**src/rtl/lane_ctrl_pkg.sv**
```systemverilog
package lane_ctrl_pkg;

  localparam logic [1:0] LP_00 = 2'b00;
  localparam logic [1:0] LP_01 = 2'b01;
  localparam logic [1:0] LP_10 = 2'b10;
  localparam logic [1:0] LP_11 = 2'b11;

  typedef enum logic [4:0] {
    ST_INIT, ST_STOP, ST_HS, ST_LPRQ, ST_BRIDGE, ST_ESC, ST_ULPS_ENT,
    ST_ULPS, ST_WAKE, ST_WAKE_OK, ST_TA_REQ, ST_TA_SURE, ST_WAIT_STOP,
    ST_TX_LP00, ST_TX_STOP, ST_TX_TURN, ST_TX_MARK
  } lane_st_t;

  typedef enum logic [1:0] {TM_INIT, TM_WAKE, TM_TASURE} tmr_sel_t;

  typedef struct packed {
    logic stop;
    logic ulps;
    logic ulps_n;
    logic dir;
    logic err;
    logic clash;
  } lane_out_t;

  localparam lane_out_t OUT_IDLE = '{stop: 1'b0, ulps: 1'b0, ulps_n: 1'b1,
                                     dir: 1'b1, err: 1'b0, clash: 1'b0};

endpackage

```
**src/rtl/lane_ctrl_timer.sv**
```systemverilog
module lane_ctrl_timer #(
  parameter int CNT_W = 8
) (
  input  logic             clk,
  input  logic             rst,
  input  logic             run_i,
  input  logic [CNT_W-1:0] limit_i,
  output logic             done_o
);
  logic [CNT_W-1:0] cnt_q;
  logic [CNT_W-1:0] last;

  assign last   = (limit_i == '0) ? '0 : limit_i - 1'b1;
  assign done_o = run_i && (cnt_q >= last);

  always_ff @(posedge clk) begin
    if (rst || !run_i) cnt_q <= '0;
    else if (!done_o)  cnt_q <= cnt_q + 1'b1;
  end

endmodule

```
**src/rtl/lane_ctrl_fsm.sv**
```systemverilog
module lane_ctrl_fsm
  import lane_ctrl_pkg::*;
(
  input  logic      clk,
  input  logic      rst,
  input  logic      en_i,
  input  logic [1:0] line_i,
  input  logic      force_rx_i,
  input  logic      force_tx_i,
  input  logic      turn_i,
  input  logic      esc_ulps_i,
  input  logic      tmr_done_i,
  output logic      tmr_run_o,
  output tmr_sel_t  tmr_sel_o,
  output lane_out_t q_o
);
  lane_st_t  st_q, st_n;
  lane_out_t q_q, q_n;
  logic      turn_q;
  logic      turn_rise;
  logic      illegal, start;

  assign turn_rise = turn_i && !turn_q;

  always_comb begin
    tmr_run_o = 1'b0;
    tmr_sel_o = TM_INIT;
    case (st_q)
      ST_INIT:    begin tmr_run_o = (line_i == LP_11); tmr_sel_o = TM_INIT;   end
      ST_WAKE:    begin tmr_run_o = (line_i == LP_10); tmr_sel_o = TM_WAKE;   end
      ST_TA_SURE: begin tmr_run_o = (line_i == LP_00); tmr_sel_o = TM_TASURE; end
      default:    ;
    endcase
  end

  always_comb begin
    st_n    = st_q;
    q_n     = q_q;
    illegal = 1'b0;
    start   = 1'b0;
    case (st_q)
      ST_INIT:      if (tmr_done_i) st_n = ST_STOP;
      ST_STOP: begin
        if (line_i != LP_11) start = 1'b1;
        case (line_i)
          LP_10:   st_n = ST_LPRQ;
          LP_01:   st_n = ST_HS;
          LP_00:   begin st_n = ST_WAIT_STOP; illegal = 1'b1; end
          default: ;
        endcase
      end
      ST_HS:        if (line_i == LP_11) st_n = ST_STOP;
      ST_LPRQ:
        case (line_i)
          LP_00:   st_n = ST_BRIDGE;
          LP_11:   begin st_n = ST_STOP; illegal = 1'b1; end
          LP_01:   begin st_n = ST_WAIT_STOP; illegal = 1'b1; end
          default: ;
        endcase
      ST_BRIDGE:
        case (line_i)
          LP_01:   st_n = ST_ESC;
          LP_10:   st_n = ST_TA_REQ;
          LP_11:   begin st_n = ST_STOP; illegal = 1'b1; end
          default: ;
        endcase
      ST_ESC:
        if (esc_ulps_i) begin st_n = ST_ULPS_ENT; q_n.ulps = 1'b1; end
        else if (line_i == LP_11) st_n = ST_STOP;
      ST_ULPS_ENT:  begin st_n = ST_ULPS; q_n.ulps_n = 1'b0; end
      ST_ULPS:
        if (line_i == LP_10) begin st_n = ST_WAKE; q_n.ulps_n = 1'b1; end
        else if (line_i != LP_00) illegal = 1'b1;
      ST_WAKE:
        if (tmr_done_i) st_n = ST_WAKE_OK;
        else if (line_i == LP_11) begin
          st_n = ST_STOP; q_n.ulps = 1'b0; illegal = 1'b1;
        end
      ST_WAKE_OK:
        if (line_i == LP_11) begin st_n = ST_STOP; q_n.ulps = 1'b0; end
      ST_TA_REQ:
        case (line_i)
          LP_00:   st_n = ST_TA_SURE;
          LP_11:   begin st_n = ST_STOP; illegal = 1'b1; end
          LP_01:   begin st_n = ST_WAIT_STOP; illegal = 1'b1; end
          default: ;
        endcase
      ST_TA_SURE:
        if (tmr_done_i) begin st_n = ST_TX_LP00; q_n.dir = 1'b0; end
        else if (line_i != LP_00) begin st_n = ST_WAIT_STOP; illegal = 1'b1; end
      ST_WAIT_STOP: if (line_i == LP_11) st_n = ST_STOP;
      ST_TX_LP00:   if (line_i == LP_11) st_n = ST_TX_STOP;
      ST_TX_STOP:   if (turn_rise) begin st_n = ST_TX_TURN; start = 1'b1; end
      ST_TX_TURN:   if (line_i == LP_10) st_n = ST_TX_MARK;
      ST_TX_MARK:
        case (line_i)
          LP_11:   begin st_n = ST_STOP; q_n.dir = 1'b1; end
          LP_00:   st_n = ST_TX_TURN;
          LP_01:   illegal = 1'b1;
          default: ;
        endcase
      default: st_n = ST_INIT;
    endcase

    if (start)   q_n.err = 1'b0;
    if (illegal) q_n.err = 1'b1;

    if (force_rx_i) begin
      st_n = ST_WAIT_STOP; q_n.dir = 1'b1; q_n.ulps = 1'b0; q_n.ulps_n = 1'b1;
      if (force_tx_i) q_n.clash = 1'b1;
    end else if (force_tx_i) begin
      st_n = ST_TX_STOP; q_n.dir = 1'b0; q_n.ulps = 1'b0; q_n.ulps_n = 1'b1;
    end

    q_n.stop = (st_n == ST_STOP) || (st_n == ST_TX_STOP);
  end

  always_ff @(posedge clk) begin
    if (rst || !en_i) begin
      st_q   <= ST_INIT;
      q_q    <= OUT_IDLE;
      turn_q <= 1'b0;
    end else begin
      st_q   <= st_n;
      q_q    <= q_n;
      turn_q <= turn_i;
    end
  end

  assign q_o = q_q;

  AST_STOP_AFTER_IDLE: assert property (@(posedge clk) disable iff (rst || !en_i)
    ($rose(q_q.stop) && q_q.dir) |-> ($past(line_i) == LP_11));
  AST_FORCE_RX_WINS: assert property (@(posedge clk) disable iff (rst || !en_i)
    force_rx_i |=> (q_q.dir && !q_q.stop && !q_q.ulps));
  AST_ULPS_ENTRY_ORDER: assert property (@(posedge clk) disable iff (rst || !en_i)
    $fell(q_q.ulps_n) |-> (q_q.ulps && $past(q_q.ulps)));
  AST_ULPS_EXIT_MARK: assert property (@(posedge clk) disable iff (rst || !en_i)
    ($rose(q_q.ulps_n) && q_q.ulps) |-> ($past(line_i) == LP_10));
  AST_DIR_TO_RX: assert property (@(posedge clk) disable iff (rst || !en_i)
    $rose(q_q.dir) |-> ($past(line_i) == LP_11 || $past(force_rx_i)));
  AST_DIR_TO_TX: assert property (@(posedge clk) disable iff (rst || !en_i)
    $fell(q_q.dir) |-> ($past(line_i) == LP_00 || $past(force_tx_i)));

endmodule

```
**src/rtl/lane_ctrl_outgate.sv**
```systemverilog
module lane_ctrl_outgate
  import lane_ctrl_pkg::*;
(
  input  logic      en_i,
  input  lane_out_t q_i,
  output lane_out_t q_o
);
  assign q_o = en_i ? q_i : OUT_IDLE;
endmodule

```
**src/rtl/lane_ctrl.sv**
```systemverilog
module lane_ctrl
  import lane_ctrl_pkg::*;
#(
  parameter int T_INIT   = 2000,
  parameter int T_WAKE   = 1000,
  parameter int T_TASURE = 16
) (
  input  logic       clk,
  input  logic       rst,
  input  logic       en_i,
  input  logic [1:0] line_i,
  input  logic       force_rx_i,
  input  logic       force_txstop_i,
  input  logic       turn_i,
  input  logic       esc_ulps_i,
  output logic       stop_o,
  output logic       ulps_o,
  output logic       ulps_n_o,
  output logic       dir_o,
  output logic       ctrl_err_o,
  output logic       force_clash_o
);
  localparam int MAX_A = (T_INIT > T_WAKE) ? T_INIT : T_WAKE;
  localparam int MAX_T = (MAX_A > T_TASURE) ? MAX_A : T_TASURE;
  localparam int CNT_W = $clog2(MAX_T + 1);

  logic             tmr_run, tmr_done;
  tmr_sel_t         tmr_sel;
  logic [CNT_W-1:0] tmr_limit;
  lane_out_t        q_raw, q_out;

  always_comb begin
    case (tmr_sel)
      TM_WAKE:   tmr_limit = CNT_W'(T_WAKE);
      TM_TASURE: tmr_limit = CNT_W'(T_TASURE);
      default:   tmr_limit = CNT_W'(T_INIT);
    endcase
  end

  lane_ctrl_timer #(.CNT_W(CNT_W)) u_timer (
    .clk     (clk),
    .rst     (rst || !en_i),
    .run_i   (tmr_run),
    .limit_i (tmr_limit),
    .done_o  (tmr_done)
  );

  lane_ctrl_fsm u_fsm (
    .clk        (clk),
    .rst        (rst),
    .en_i       (en_i),
    .line_i     (line_i),
    .force_rx_i (force_rx_i),
    .force_tx_i (force_txstop_i),
    .turn_i     (turn_i),
    .esc_ulps_i (esc_ulps_i),
    .tmr_done_i (tmr_done),
    .tmr_run_o  (tmr_run),
    .tmr_sel_o  (tmr_sel),
    .q_o        (q_raw)
  );

  lane_ctrl_outgate u_gate (
    .en_i (en_i),
    .q_i  (q_raw),
    .q_o  (q_out)
  );

  assign stop_o        = q_out.stop;
  assign ulps_o        = q_out.ulps;
  assign ulps_n_o      = q_out.ulps_n;
  assign dir_o         = q_out.dir;
  assign ctrl_err_o    = q_out.err;
  assign force_clash_o = q_out.clash;

endmodule

```
**config.mk**
```make
export PLATFORM = sky130hd
export DESIGN_NAME = lane_ctrl
export DESIGN_NICKNAME = d
export VERILOG_FILES = /design/src/rtl/lane_ctrl_pkg.sv /design/src/rtl/lane_ctrl_timer.sv /design/src/rtl/lane_ctrl_fsm.sv /design/src/rtl/lane_ctrl_outgate.sv /design/src/rtl/lane_ctrl.sv
export SDC_FILE = /design/constraint.sdc
export NUM_CORES = 1
export LEC_CHECK = 0
export BUFFER_PORTS_ARGS = -buffer_cell sky130_fd_sc_hd__buf_2
export CORE_ASPECT_RATIO = 0.5
export CORE_MARGIN = 1
export CORE_UTILIZATION = 41
export DETAILED_ROUTE_END_ITERATION = 8
export PLACE_DENSITY = 0.66
export SYNTH_ARGS = -nofsm -noshare
export SYNTH_HDL_FRONTEND = slang
export SYNTH_SLANG_ARGS = --single-unit
```
**constraint.sdc**
```tcl
create_clock -name clk -period 3.68 [get_ports clk]
set_input_delay 0.184 -clock clk [delete_from_list [all_inputs] [get_ports clk]]
set_output_delay 0.184 -clock clk [all_outputs]
set_load 0.02 [all_outputs]
```
Word-level counts from Yosys, hierarchy flattened
Index checks and enable logic that the tools add are counted.
- bits in registers: 23
- bits of input ports: 9
- output and inout port bits: 6
- word-level logic and storage cells: 113
- add/subtract/negate cells: 2
- order comparisons: 1
- equality and inequality tests: 29
- muxes and demuxes: 47
- reduce and logical (&&, ||, !) cells: 25
- operators with widths (kind ; count):
    $pmux W5 S15 ; 1
    $mux W5 ; 12
    $pmux W5 S3 ; 4
    $eq A5 B4 Y1 const B ; 9
    $pmux W11 S2 ; 1
    $eq A5 B3 Y1 const B ; 4
    $mux W1 ; 19
    $add A11 B1 Y11 const B ; 1
    $ge A11 B11 Y1 ; 1
    $logic_not A11 Y1 ; 1
    $mux W11 ; 1
    $sub A11 B1 Y11 const B ; 1
    $eq A5 B1 Y1 const B ; 2
    $eq A5 B2 Y1 const B ; 2
    $pmux W5 S2 ; 1
    $pmux W1 S7 ; 1
    $eq A2 B2 Y1 const B ; 3
    $mux W6 ; 1
    $ne A2 B2 Y1 const B ; 3
    $pmux W1 S2 ; 3
    $pmux W1 S3 ; 2
    $reduce_and A3 Y1 ; 2
    $reduce_bool A2 Y1 ; 3
    $reduce_bool A3 Y1 ; 2
    other kinds (14) ; 24

Logic depth before layout (Yosys ltp)
Gate-level depths: netlist of the first run.
- depth in word-level cells: 14
- depth in mapped cells: 14
- depth with buffers taken out: 11

Cells and area by module
From an unflattened synthesis of the first run, not the netlist that was laid out.
- cells, all modules: 321
- area, all modules: 2359.8 µm²
- by module, submodules not included (module ; instances ; cells each ; area each (µm²) ; seq. area each (µm²)):
    lane_ctrl_fsm ; 1 ; 181 ; 1272.5 ; 240.2
    lane_ctrl_timer ; 1 ; 125 ; 987.2 ; 220.2
    lane_ctrl ; 1 ; 9 ; 62.6 ; 0.0
    lane_ctrl_outgate ; 1 ; 6 ; 37.5 ; 0.0

Least setup slack after synthesis of the first run
OpenSTA, ideal clock, no wires.
- kind: reg2reg
- start point: reg u_fsm.st_q[0]
- end point: reg u_timer.cnt_q[8]
- setup time: 0.128 ns
- data arrival time: 2.646 ns
- data required time: 3.552 ns
- setup slack: 0.906 ns
- cell stages (with the launch flop): 14
- buffers on the path: 3
- period minus slack after synthesis: 2.774 ns
- path through: dfxtp_1 > buf_2 > buf_1 > nand3_1 > inv_1 > ha_1 > a41oi_1 > o21ai_0 > o21ai_1 > a21oi_1 > buf_2 > nor4b_1 > xnor2_1 > nor2_1
- cells in the longest elaborated chain, start to end: 8
- elaborated cells on any way between the ends: 15
- those cells by class: add/sub (1); order compare (1); eq/ne (4); mux (4); reduce/logical (5)
- RTL lines (what ; line ; source):
    from (decl) ; lane_ctrl_fsm.sv:17 ; lane_st_t st_q, st_n;
    from (signal assigned) ; lane_ctrl_fsm.sv:124 ; st_q <= st_n;
    $eq A5 B4 Y1 ; lane_ctrl_fsm.sv:28 ; case (st_q)
    $pmux W2 S2 ; lane_ctrl_fsm.sv:28 ;
    $eq A2 B2 Y1 or $eq A2 B1 Y1 (tied branches) ; lane_ctrl.sv:33 ; case (tmr_sel)
    $pmux W11 S2 ; lane_ctrl.sv:33 ;
    $sub A11 B1 Y11 or $logic_not A11 Y1 (tied branches) ; lane_ctrl_timer.sv:13 ; assign last = (limit_i == '0) ? '0 : limit_i - 1'b1;
    $mux W11 ; lane_ctrl_timer.sv:13 ;
    $ge A11 B11 Y1 ; lane_ctrl_timer.sv:14 ; assign done_o = run_i && (cnt_q >= last);
    $logic_and A1 B1 Y1 ; lane_ctrl_timer.sv:14 ;
    to (signal assigned) ; lane_ctrl_timer.sv:18 ; else if (!done_o) cnt_q <= cnt_q + 1'b1;
    to (decl) ; lane_ctrl_timer.sv:10 ; logic [CNT_W-1:0] cnt_q;
Several ways; a longest one is shown, not always the timed one.
A chain may end at the register's enable or synchronous reset.

Worst setup path in the final report of the first run
- start point: reg u_fsm.st_q[1]
- end point: reg u_fsm.q_q, in the netlist u_fsm.q_o[5]
- cells in the longest elaborated chain, start to end: 14
- elaborated cells on any way between the ends: 49
- those cells by class: add/sub (1); order compare (1); eq/ne (20); mux (22); reduce/logical (5)
- RTL lines (what ; line ; source):
    $eq A5 B4 Y1 ; lane_ctrl_fsm.sv:28, lane_ctrl_fsm.sv:41 ;
    $pmux W2 S2 ; lane_ctrl_fsm.sv:28 ;
    $eq A2 B2 Y1 or $eq A2 B1 Y1 (tied branches) ; lane_ctrl.sv:33 ;
    $pmux W11 S2 ; lane_ctrl.sv:33 ;
    $sub A11 B1 Y11 or $logic_not A11 Y1 (tied branches) ; lane_ctrl_timer.sv:13 ;
    $mux W11 ; lane_ctrl_timer.sv:13 ;
    $ge A11 B11 Y1 ; lane_ctrl_timer.sv:14 ;
    $logic_and A1 B1 Y1 ; lane_ctrl_timer.sv:14 ;
    $mux W5, on equally long branches ; lane_ctrl_fsm.sv:89, lane_ctrl_fsm.sv:75, lane_ctrl_fsm.sv:42 ;
    $pmux W5 S15 * ; lane_ctrl_fsm.sv:41 ; case (st_q)
    $mux W5 * ; lane_ctrl_fsm.sv:111 ; end else if (force_tx_i) begin
    $mux W5 * ; lane_ctrl_fsm.sv:108 ; if (force_rx_i) begin
    $eq A5 B1 Y1 or $eq A5 B4 Y1 (tied branches) ; lane_ctrl_fsm.sv:115 ; q_n.stop = (st_n == ST_STOP) || (st_n == ST_TX_STOP);
    $logic_or A1 B1 Y1 * ; lane_ctrl_fsm.sv:115 ;
    to (signal assigned) ; lane_ctrl_fsm.sv:125 ; q_q <= q_n;
    to (decl) ; lane_ctrl_fsm.sv:18 ; lane_out_t q_q, q_n;
Every way passes the cells marked *; elsewhere a longest branch is shown, timed or not.

==> metrics.md, run 1 <==
| Metric | Value |
|---|---|
| Die area | between 4000 and 5000 sq um |
| CP required | between 3 and 4 ns |
| Vias in the first global route | 1716 |
| Fin crit share | about 89% |
| Die span in y | approximately 50 um |
| Path category of the worst min-delay check | input port to flip-flop |
| Final GP Congestion | slightly above 0.9 |
| Port buffer count | 14 |
| Startpoint Class | flip-flop |
| Status | finished, final reports clean |
| Sinks on the clock net | 23 |
| Num CTS Buffers | 3 |
| Leak | approximately 0.82 nW |
| Critical path type | flip-flop to flip-flop |
| Clk buf depth | 2 |
| DR iter-0 viols | 129 |
| Pwr dens | 247 nW/um^2 |
| CP max FO | 15 |
| Largest net degree at the start of global routing | 24 |
| DRT Pass-1 Iters | 5 |
| Max-cap violations | 0 |
| Setup Skew | 0.00211 ns |
| Final setup vio count | 0 |
| Synthesized cell area | 1900 sq um |
| H-tree Lvls | 1 |
| Post-layout util | 47.1% |
| Fraction of layout cells with a size suffix above 1 | 10.7% |
| Post_cts resized | 0 |
| First-pass GRT wire length | 8.40 mm |
| Max Freq | about 0.3 GHz |
| Rows | 17 |
| Final slew viol count | 0 |
| Post-Synthesis Net Count | 273 |
| Asr flop ratio synth | 0% |
| CTS tree | yes |
| Via-per-instance ratio | 6.10 |
| Wirelength per Cell | approximately 16 um |
| Antenna violations before repair | 0 |
| Core area | 4420 sq um |
| Post-Synthesis Cells | 249 |
| Final TNS setup | 0 ns |
| Total grt overflow | 0 |
| Clock Latency Late Sink | 0.27 ns |
| Clk slew on worst S/H paths | ~0.09 ns |
| Vias | 1939 |
| Power Total | roughly 0.00052 W |
| Max transition margin | approximately a third |
| IR drop worst, VDD | 0.116 mV |
| Antenna Nets Post-Route | 0 |
| Avg Inst Size Synth | between 7 and 8 sq um |
| Final Hold Vio Count | 0 |
| Ys Warns | 0 |
| DRC Markers | 0 |
| N_diodes | 0 |
| WHS | 0.137 ns |
| Dpl hpwl | 3.72 mm |
| Top-Level Pins | 15 |
| Most common cell after layout, fill and taps aside | nor2_1 |
| Clock root cell | clkbuf_8 |
| Synth cell types | 53 |
| Critical path capture point type | flip-flop |
| Number of enable flip-flop cells after synthesis | 0 |
| Nets | 286 |
| Starting Density | 43.0% |
| Syn-to-layout area delta | 9.67% |
| Minimum clock period | between 3 and 4 ns |
| Most frequent cells in the layout | 31 x nor2_1, 23 x dfxtp_1, 16 x a21oi_1 |
| Die W | approximately 98 um |
| Total GRT Usage | 21.4% |
| FF+latch count, synth | 23 |
| Crit path DAT | ~3.5 ns |
| Post-Route WL | about 5.0 mm |
| Unrepaired setup endpoints after global routing | false |
| Post-CTS Hold Buffers | 0 |
| Least-Margin Pin Slew | 1.00 ns |
| Sequential area share after synthesis | 24.2% |
| Post-CTS Setup Inserts | 0 |
| Most used DFF post-synth | dfxtp_1 |
-- cells in the mapped netlist, drive strengths merged (3+ instances only) --
library cell / n / area [sq um]
a22oi: 4 / 30.0
nand4: 4 / 25.0
nor3: 12 / 60.1
a21oi: 16 / 80.1
or4: 3 / 22.5
buf: 9 / 43.8
nand2: 15 / 56.3
xnor2: 7 / 61.3
nor3b: 6 / 45.0
nand2b: 10 / 62.6
nor4b: 3 / 26.3
a31oi: 4 / 25.0
mux2i: 3 / 30.0
dfxtp: 23 / 460
inv: 8 / 30.0
nand3: 4 / 20.0
a211oi: 5 / 42.5
and2: 7 / 43.8
ha: 15 / 188
o21ai: 9 / 45.0
nor2: 31 / 116
clkbuf: 4 / 15.0
nor2b: 6 / 37.5
-- critical path: stages, from the launching register on --
cell      delay, ns
dfxtp_1        0.59
nor2b_1        0.26
nand3_1        0.16
inv_1          0.17
ha_1           0.18
nand4_1        0.10
a21oi_1        0.13
o21ai_1        0.12
a21oi_1        0.82
a211oi_1       0.23
nor4_1         0.33
a31o_1         0.13
-- cells by family (layout without fill, tap and decap cells) --
family                   count (synthesis)  in the layout  synth area share (%)
AO/OA/AOI/OAI                           62             62                  22.6
XOR/XNOR                                 9              9                  4.14
adder cells (fa/ha/maj)                 15             15                  9.87
buffers and inverters                   21             33                  4.67
flip-flops                              23             23                  24.2
multiplexers                             5              5                  2.76
other                                    2              2                 0.395
AND/OR/NAND/NOR                        112            112                  31.4
-- flip-flops by register name, summed over array words and instances (netlist names) --
signal / flops
u_fsm.turn_q: 1
u_timer.cnt_q: 11
u_fsm.st_q: 5
u_fsm.q_o: 6
-- layout make-up --
class / instances / area (sq um)
Sequential cell: 23 / 460
Multi-Input combinational cell: 205 / 1350
Tap cell: 57 / 71.3
Timing Repair Buffer: 21 / 123
Inverter: 8 / 30.0
Clock inverter: 1 / 7.51
Fill cell: 444 / 2340
Clock buffer: 3 / 41.3
-- report_power, final --
group | switching [W] | total [W] | internal, W | leakage, nW
Clock | 0.0000908 | 0.000168 | 0.0000768 | 0.0217
Combinational | 0.0000579 | 0.0000920 | 0.0000341 | 0.612
Sequential | 0.00000333 | 0.000256 | 0.000252 | 0.186
-- stage by stage --
step	setup WS [ns]	cells	area [sq um]
after floorplan	0.906	249	1900
after global placement	0.645	314	2040
after detailed placement	0.503	314	2040
after CTS	0.497	318	2090
after global routing	0.0855	318	2090
final	0.411	318	2090
-- worst paths after layout --
kind / from / to / slack, ns / cells after the start
min reg2reg: u_fsm.q_o[0]$_SDFFE_PP0P_ / u_fsm.q_o[0]$_SDFFE_PP0P_ / 0.47 / 2
max reg2reg: u_fsm.st_q[1]$_SDFF_PP0_ / u_fsm.q_o[5]$_SDFF_PP0_ / 0.41 / 11
min: turn_i / u_fsm.turn_q$_SDFF_PP0_ / 0.14 / 2
max: u_fsm.st_q[1]$_SDFF_PP0_ / u_fsm.q_o[5]$_SDFF_PP0_ / 0.41 / 11
-- routing by layer --
metal / wire length (um) / global-route usage [%]
met2: 2200 / 35.2
met4: 155 / 7.46
met1: 2310 / 28.9
met3: 342 / 3.34
met5: 0 / 0
(Power assumes the default switching activity.)
==> run 2: changes to the inputs <==
--- a/config.mk
+++ b/config.mk
@@ -5,12 +5,14 @@
 export SDC_FILE = /design/constraint.sdc
 export NUM_CORES = 1
 export LEC_CHECK = 0
+export ABC_AREA = 1
 export BUFFER_PORTS_ARGS = -buffer_cell sky130_fd_sc_hd__buf_2
 export CORE_ASPECT_RATIO = 0.5
 export CORE_MARGIN = 1
 export CORE_UTILIZATION = 41
 export DETAILED_ROUTE_END_ITERATION = 8
-export PLACE_DENSITY = 0.66
+export PLACE_DENSITY = 0.65
 export SYNTH_ARGS = -nofsm -noshare
 export SYNTH_HDL_FRONTEND = slang
+export SYNTH_HIERARCHICAL = 1
 export SYNTH_SLANG_ARGS = --single-unit
==> metrics.md, run 2 <==
| Metric | Value |
|---|---|
| Crit Reg-Reg Endpoint | u_fsm/q_o[5]$_SDFF_PP0_ |
| Crit-path max cell delay | just under 0.4 ns |
| FF+latch count, synth | 23 |
| Max transition margin | approximately two thirds |
| Clock root cell | clkbuf_16 |
| Synthesized cell area | 2670 sq um |
| Number of enable flip-flop cells after synthesis | 0 |
| Top-Level Pins | 15 |
| Rows | 20 |
| Port buffer count | 14 |
| Final setup vio count | 0 |
| Psw | about 0.00018 W |
| Top post-synthesis cells by area | dfxtp_1 17%, nand2_1 15%, ha_1 9.9% |
| Clock power frac | between 30% and 40% |
| Syn-to-layout area delta | 20.0% |
| Ys Warns | 6 |
| Leak | 1.61 nW |
| Multi-input gate area | 1990 sq um |
| Most common cell in the netlist | nand2_1 |
| Switching power share of the total | between 20% and 30% |
| Max Freq | approximately 0.27 GHz |
| Pint | around 0.00045 W |
| Most frequent cells in the layout | 102 x nand2_1, 56 x inv_1, 55 x nor2_1 |
| Antenna violations before repair | 0 |
| Via-per-instance ratio | 4.99 |
| IR drop worst, VDD | 0.183 mV |
| CTS tree | yes |
| FILL cells | 650 |
| Reg2Reg Depth | 28 |
| Nets | between 500 and 600 |
| Post-CTS Hold Buffers | 0 |
| Total grt overflow | 0 |
| N_diodes | 0 |
| Num CTS Buffers | 3 |
| RR Startpoint | u_fsm/st_q[2]$_SDFF_PP0_ |
| Crit path capture | u_fsm/q_o[5]$_SDFF_PP0_ |
| Logic pwr share | 21.7% |
| Critical path origin | u_fsm/st_q[2]$_SDFF_PP0_ |
| Pwr dens | 197 nW/um^2 |
| Top post-synthesis cells by count | 105 x nand2_1, 60 x inv_1, 58 x nor2_1, 45 x nand3_1, 23 x dfxtp_1 |
| Most common cell after layout, fill and taps aside | nand2_1 |
| Largest net degree at the start of global routing | 16 |
| Setup Skew | between 0.004 and 0.005 ns |
| Clock Latency Late Sink | 0.26 ns |
| Fraction of layout cells with a size suffix above 1 | 25.1% |
| Die span in y | 59.0 um |
| Area share of the largest cell type after synthesis | 17.3% |
| DR iter-0 viols | about 310 |
| Status | finished, final reports clean |
| Final slew viol count | 0 |
| Clk slew on worst S/H paths | roughly 0.060 ns |
| R2r setup slk | 0.04 ns |
| Most used DFF post-synth | dfxtp_1 |
| Unrepaired setup endpoints after global routing | true |
| Post-Layout Cell Count | 570 |
| Clk buf depth | 2 |
| First-pass GRT wire length | 11.4 mm |
| H-tree Lvls | 1 |
| Antenna Nets Post-Route | 0 |
| Post-Synthesis Cells | 439 |
| Fin crit share | a little over nine tenths |
| DRC Markers | 0 |
| Post-Route WL | 6.98 mm |
| Placed cells | about 560 |
| Die W | 116 um |
| Largest register by flop count | u_timer/cnt_q |
| Flop pwr share | 40.8% |
| Critical path capture point type | flip-flop |
| Flip-flop count of the largest register after layout | 11 |
| Max-cap violations | 0 |
| Total GRT Usage | 21.4% |
| Path category of the worst min-delay check | input port to flip-flop |
| Asr flop ratio synth | 0% |
| Yosys top cell by area | dfxtp_1 |
| Final GP Congestion | between 0.9 and 1 |
| Vias | 2844 |
| Dpl hpwl | around 5.4 mm |
| DRT Pass-1 Iters | 5 |
| Synth cell types | 40 |
| Reg area | between 400 and 500 sq um |
| Core area | 6180 sq um |
| Crit path DAT | 3.83 ns |
| Least-Margin Pin Slew | 0.508 ns |
| CP max FO | 5 |
| Most frequent CP cell | nor2_1 |
| Startpoint Class | flip-flop |
| Avg Inst Size Synth | about 6.1 sq um |
| Critical path type | flip-flop to flip-flop |
| Minimum clock period | approximately 3.6 ns |
| Critical path's slowest cell | nor4_4 |
| Final Hold Vio Count | 0 |
| Wirelength per Cell | 12.2 um |
| Starting Density | a little over two fifths |
| Sinks on the clock net | 23 |
| CP required | about 3.9 ns |
| WHS | approximately 0.16 ns |
| Vias in the first global route | 2418 |
| Die area | 6850 sq um |
| Sequential area share after synthesis | around 17% |
## run 2: cell count changes after synthesis, moves of 9 or more
cell,delta
nand3_1,+41
nor2_2,+14
inv_1,+52
inv_2,+12
nand2_1,+90
nand2_2,+9
nand2b_1,-10
nor2_1,+27
nor3_1,-10
## run 2: worst max-delay path, delay by kind of cell, from the launching register on
kind | cells | cell delay, ns
simple gates | 18 | 2.08
buf+inv | 6 | 0.54
fa+ha+maj | 2 | 0.41
flops | 1 | 0.33
compound gates | 2 | 0.19
## run 2: what timing repair did
action / in CTS / in global routing
cloned: 1 / 0
pin swaps: 4 / 22
endpoints found under the setup margin: 1 / 8
resized for setup: 5 / 26
buffers inserted: 1 / 8
## run 2: final cells by class
type | count | share of cell area (%)
well taps | 88 | 3.44
repair buffers | 40 | 8.41
inverters | 73 | 9.00
clock buffers | 4 | 2.46
multi-input cells | 342 | 62.2
flip-flops and latches | 23 | 14.5
## run 2: logic make-up (layout without fill, tap and decap cells)
| kind of cell | Yosys count | in the layout | share of synthesized area (%) |
|---|---|---|---|
| simple gates | 263 | 264 | 47.6 |
| compound gates | 39 | 39 | 8.92 |
| flops | 23 | 23 | 17.3 |
| fa+ha+maj | 21 | 21 | 9.86 |
| other cells | 1 | 7 | 0.141 |
| xor+xnor | 11 | 11 | 3.62 |
| buf+inv | 81 | 117 | 12.6 |
## run 2: stage by stage
step                      utilization [%]  setup TNS [ns]  setup slack, ns  area (sq um)  power (W)
after global routing                 51.7          -0.894           -0.272          3200   0.000664
final                                51.7               0           0.0409          3200   0.000629
after detailed placement             47.6         -0.0211          -0.0211          2940   0.000388
after CTS                            49.3               0          0.00687          3050   0.000626
after floorplan                         -               0           0.0208          2690   0.000355
after global placement               47.6               0           0.0462          2940   0.000388
## run 2: per-layer routing
| layer | up-vias | part of all wire (%) | global-route usage (%) |
|---|---|---|---|
| li1 | 1479 | - | - |
| met1 | 1259 | 47 | 28.7 |
| met2 | 89 | 47 | 36.2 |
| met3 | 17 | 5.1 | 4.50 |
| met4 | 0 | 0.97 | 3.66 |
| met5 | - | 0 | 0 |
## run 2: worst min path at each step
stage	depth (start not counted)	start	to
floorplan	2	force_rx_i	u_fsm/q_o[2]$_SDFFE_PP1P_
global placement	3	turn_i	u_fsm/turn_q$_SDFF_PP0_
detailed placement	3	turn_i	u_fsm/turn_q$_SDFF_PP0_
CTS	3	turn_i	u_fsm/turn_q$_SDFF_PP0_
global route	3	turn_i	u_fsm/turn_q$_SDFF_PP0_
finish	3	turn_i	u_fsm/turn_q$_SDFF_PP0_
## run 2: power by group through the flow
stage | sequential, W | clock (W) | combinational (W)
floorplan | 0.000260 | 0 | 0.0000945
global placement | 0.000262 | 0 | 0.000126
detailed placement | 0.000262 | 0 | 0.000126
CTS | 0.000256 | 0.000241 | 0.000129
global route | 0.000257 | 0.000255 | 0.000153
finish | 0.000257 | 0.000236 | 0.000137
==> run 3: changes to the inputs <==
--- a/config.mk
+++ b/config.mk
@@ -6,12 +6,13 @@
 export NUM_CORES = 1
 export LEC_CHECK = 0
 export ABC_AREA = 1
-export BUFFER_PORTS_ARGS = -buffer_cell sky130_fd_sc_hd__buf_2
 export CORE_ASPECT_RATIO = 0.5
 export CORE_MARGIN = 1
 export CORE_UTILIZATION = 41
 export DETAILED_ROUTE_END_ITERATION = 8
-export PLACE_DENSITY = 0.65
+export DONT_BUFFER_PORTS = 1
+export PLACE_DENSITY = 0.63
+export SLEW_MARGIN = 10
 export SYNTH_ARGS = -nofsm -noshare
 export SYNTH_HDL_FRONTEND = slang
 export SYNTH_HIERARCHICAL = 1
==> constraint.sdc (replaced) <==
create_clock -name clk -period 3.6 [get_ports clk]
set_input_delay 0.18 -clock clk [delete_from_list [all_inputs] [get_ports clk]]
set_output_delay 0.18 -clock clk [all_outputs]
set_load 0.02 [all_outputs]
==> metrics.md, run 3 (synthesized netlist as in run 2, its figures left out) <==
| Metric | Value |
|---|---|
| Clock Latency Late Sink | 0.26 ns |
| Max transition margin | roughly 65% |
| Critical path type | flip-flop to flip-flop |
| Final GP Congestion | between 0.9 and 1 |
| CTS tree | yes |
| WHS | 0.0601 ns |
| Dpl hpwl | 5.41 mm |
| Max-cap violations | 0 |
| Most frequent cells in the layout | 104 x nand2_1, 56 x inv_1, 55 x nor2_1 |
| Total grt overflow | 0 |
| Switching power share of the total | 28.7% |
| Critical path's slowest cell | dfxtp_4 |
| Port buffer count | 0 |
| Critical path capture point type | flip-flop |
| Fin crit share | between 90% and 100% |
| Clk slew on worst S/H paths | ~0.060 ns |
| Most frequent CP cell | nand2_1 |
| Worst hold path depth | 2 |
| Placed instance area | ~2900 sq um |
| H-tree Lvls | 1 |
| Core area | 6180 sq um |
| Most common cell after layout, fill and taps aside | nand2_1 |
| Final Hold Vio Count | 0 |
| Clock power frac | 38.3% |
| DRC Markers | 0 |
| Reg area | approximately 470 sq um |
| Setup Skew | 0.00552 ns |
| Flop pwr share | 40.9% |
| Starting Density | a little over two fifths |
| DR iter-0 viols | 161 |
| DRT Pass-1 Iters | 4 |
| Multi-input gate area | 2020 sq um |
| RR Startpoint | u_fsm/st_q[0]$_SDFF_PP0_ |
| FILL cells | 630 |
| Via-per-instance ratio | 4.95 |
| Total GRT Usage | 22.1% |
| Wirelength per Cell | 12.4 um |
| Die area | about 7000 sq um |
| Flip-flop count of the largest register after layout | 11 |
| Status | finished, final reports clean |
| Path category of the worst min-delay check | input port to flip-flop |
| Sinks on the clock net | 23 |
| Largest register by flop count | u_timer/cnt_q |
| Worst Hold End | u_fsm/q_o[2]$_SDFFE_PP1P_ |
| Top-Level Pins | 15 |
| Reg2Reg Depth | 29 |
| R2r setup slk | 0.07 ns |
| Leak | ~1.6 nW |
| Minimum clock period | 3.53 ns |
| Nets | 500 |
| First-pass GRT wire length | about 12 mm |
| Unrepaired setup endpoints after global routing | true |
| Final instance area | 3180 sq um |
| Die W | 116 um |
| Vias in the first global route | 2527 |
| IR drop worst, VDD | 0.166 mV |
| N_diodes | 0 |
| Crit Reg-Reg Endpoint | u_fsm/q_o[5]$_SDFF_PP0_ |
| Hold path start | force_rx_i |
| Rows | 20 |
| Vias | roughly 2800 |
| Post-Route WL | 6.89 mm |
| Least-Margin Pin Slew | roughly 0.53 ns |
| Final setup vio count | 0 |
| Pwr dens | 200 nW/um^2 |
| Crit-path max cell delay | 0.38 ns |
| Logic pwr share | a little over a fifth |
| Die span in y | 59.0 um |
| Antenna violations before repair | 0 |
| Num CTS Buffers | 3 |
| Antenna Nets Post-Route | 0 |
| CP max FO | 5 |
| CP required | 3.79 ns |
| Syn-to-layout area delta | 19.2% |
| Final slew viol count | 0 |
| Max Freq | roughly 0.28 GHz |
| Final worst slack | 0.0692 ns |
| Startpoint Class | flip-flop |
| Pint | 0.000453 W |
| Crit path DAT | 3.72 ns |
| Fraction of layout cells with a size suffix above 1 | approximately a quarter |
| Largest net degree at the start of global routing | 16 |
| Post-CTS Hold Buffers | 0 |
| Placement Setup Slack | -0.121 ns |
| Clk buf depth | 2 |
| Clock root cell | clkbuf_16 |
| Psw | 0.000182 W |
==> run 3: repair_timing <==
item                                    4_1_cts  5_1_grt
endpoints found under the setup margin        1        8
buffers inserted                              3        6
pin swaps                                     6       15
gates cloned                                  1        0
gates resized for setup                       8       22
==> run 3: final cells by class <==
cell class / count / area share, %
Inverter: 73 / 9.14
Clock buffer: 4 / 2.48
Tap cell: 88 / 3.47
Multi-Input combinational cell: 342 / 63.5
Sequential cell: 23 / 14.9
Timing Repair Buffer: 27 / 6.50
==> run 3: layer usage <==
metal,vias up,track usage [%],wire length (um),share of wire (%)
li1,1452,-,-,-
met1,1240,28.8,3260,47
met2,61,37.8,3200,46
met3,6,5.11,380,5.5
met4,0,4.58,47,0.68
met5,-,0,0,0
==> run 3: worst max path at each step <==
stage / slack (ns) / cells after the start / startpoint / end
finish: 0.07 / 29 / u_fsm/st_q[0]$_SDFF_PP0_ / u_fsm/q_o[5]$_SDFF_PP0_
CTS: 0.006 / 30 / u_fsm/st_q[0]$_SDFF_PP0_ / u_fsm/q_o[5]$_SDFF_PP0_
floorplan: 0.005 / 30 / u_fsm/st_q[2]$_SDFF_PP0_ / u_fsm/q_o[5]$_SDFF_PP0_
global route: -0.22 / 30 / u_fsm/st_q[0]$_SDFF_PP0_ / u_fsm/q_o[5]$_SDFF_PP0_
detailed placement: -0.12 / 29 / u_fsm/st_q[2]$_SDFF_PP0_ / u_fsm/q_o[5]$_SDFF_PP0_
global placement: -0.12 / 29 / u_fsm/st_q[2]$_SDFF_PP0_ / u_fsm/q_o[5]$_SDFF_PP0_
==> run 3: power by group through the flow <==
stage | registers (W) | logic, W | clock network (W)
after global routing | 0.000260 | 0.000151 | 0.000262
after floorplan | 0.000266 | 0.0000985 | 0
after detailed placement | 0.000267 | 0.000125 | 0
after global placement | 0.000267 | 0.000125 | 0
after CTS | 0.000262 | 0.000126 | 0.000251
final | 0.000260 | 0.000132 | 0.000243
==> run 3: critical path, delay by kind of cell (launching register included) <==
family,cells,cell delay (ns)
flops,1,0.38
buf+inv,6,0.67
compound gates,2,0.21
fa+ha+maj,2,0.36
simple gates,18,1.70
xor+xnor,1,0.15
==> run 3: through the flow <==
step	setup TNS [ns]	power [W]	utilization (%)	std cells
global placement	-0.119	0.000392	47.0	543
CTS	0	0.000639	49.4	551
floorplan	0	0.000364	-	445
global route	-0.562	0.000673	51.4	557
detailed placement	-0.121	0.000392	47.0	543
finish	0	0.000636	51.4	557
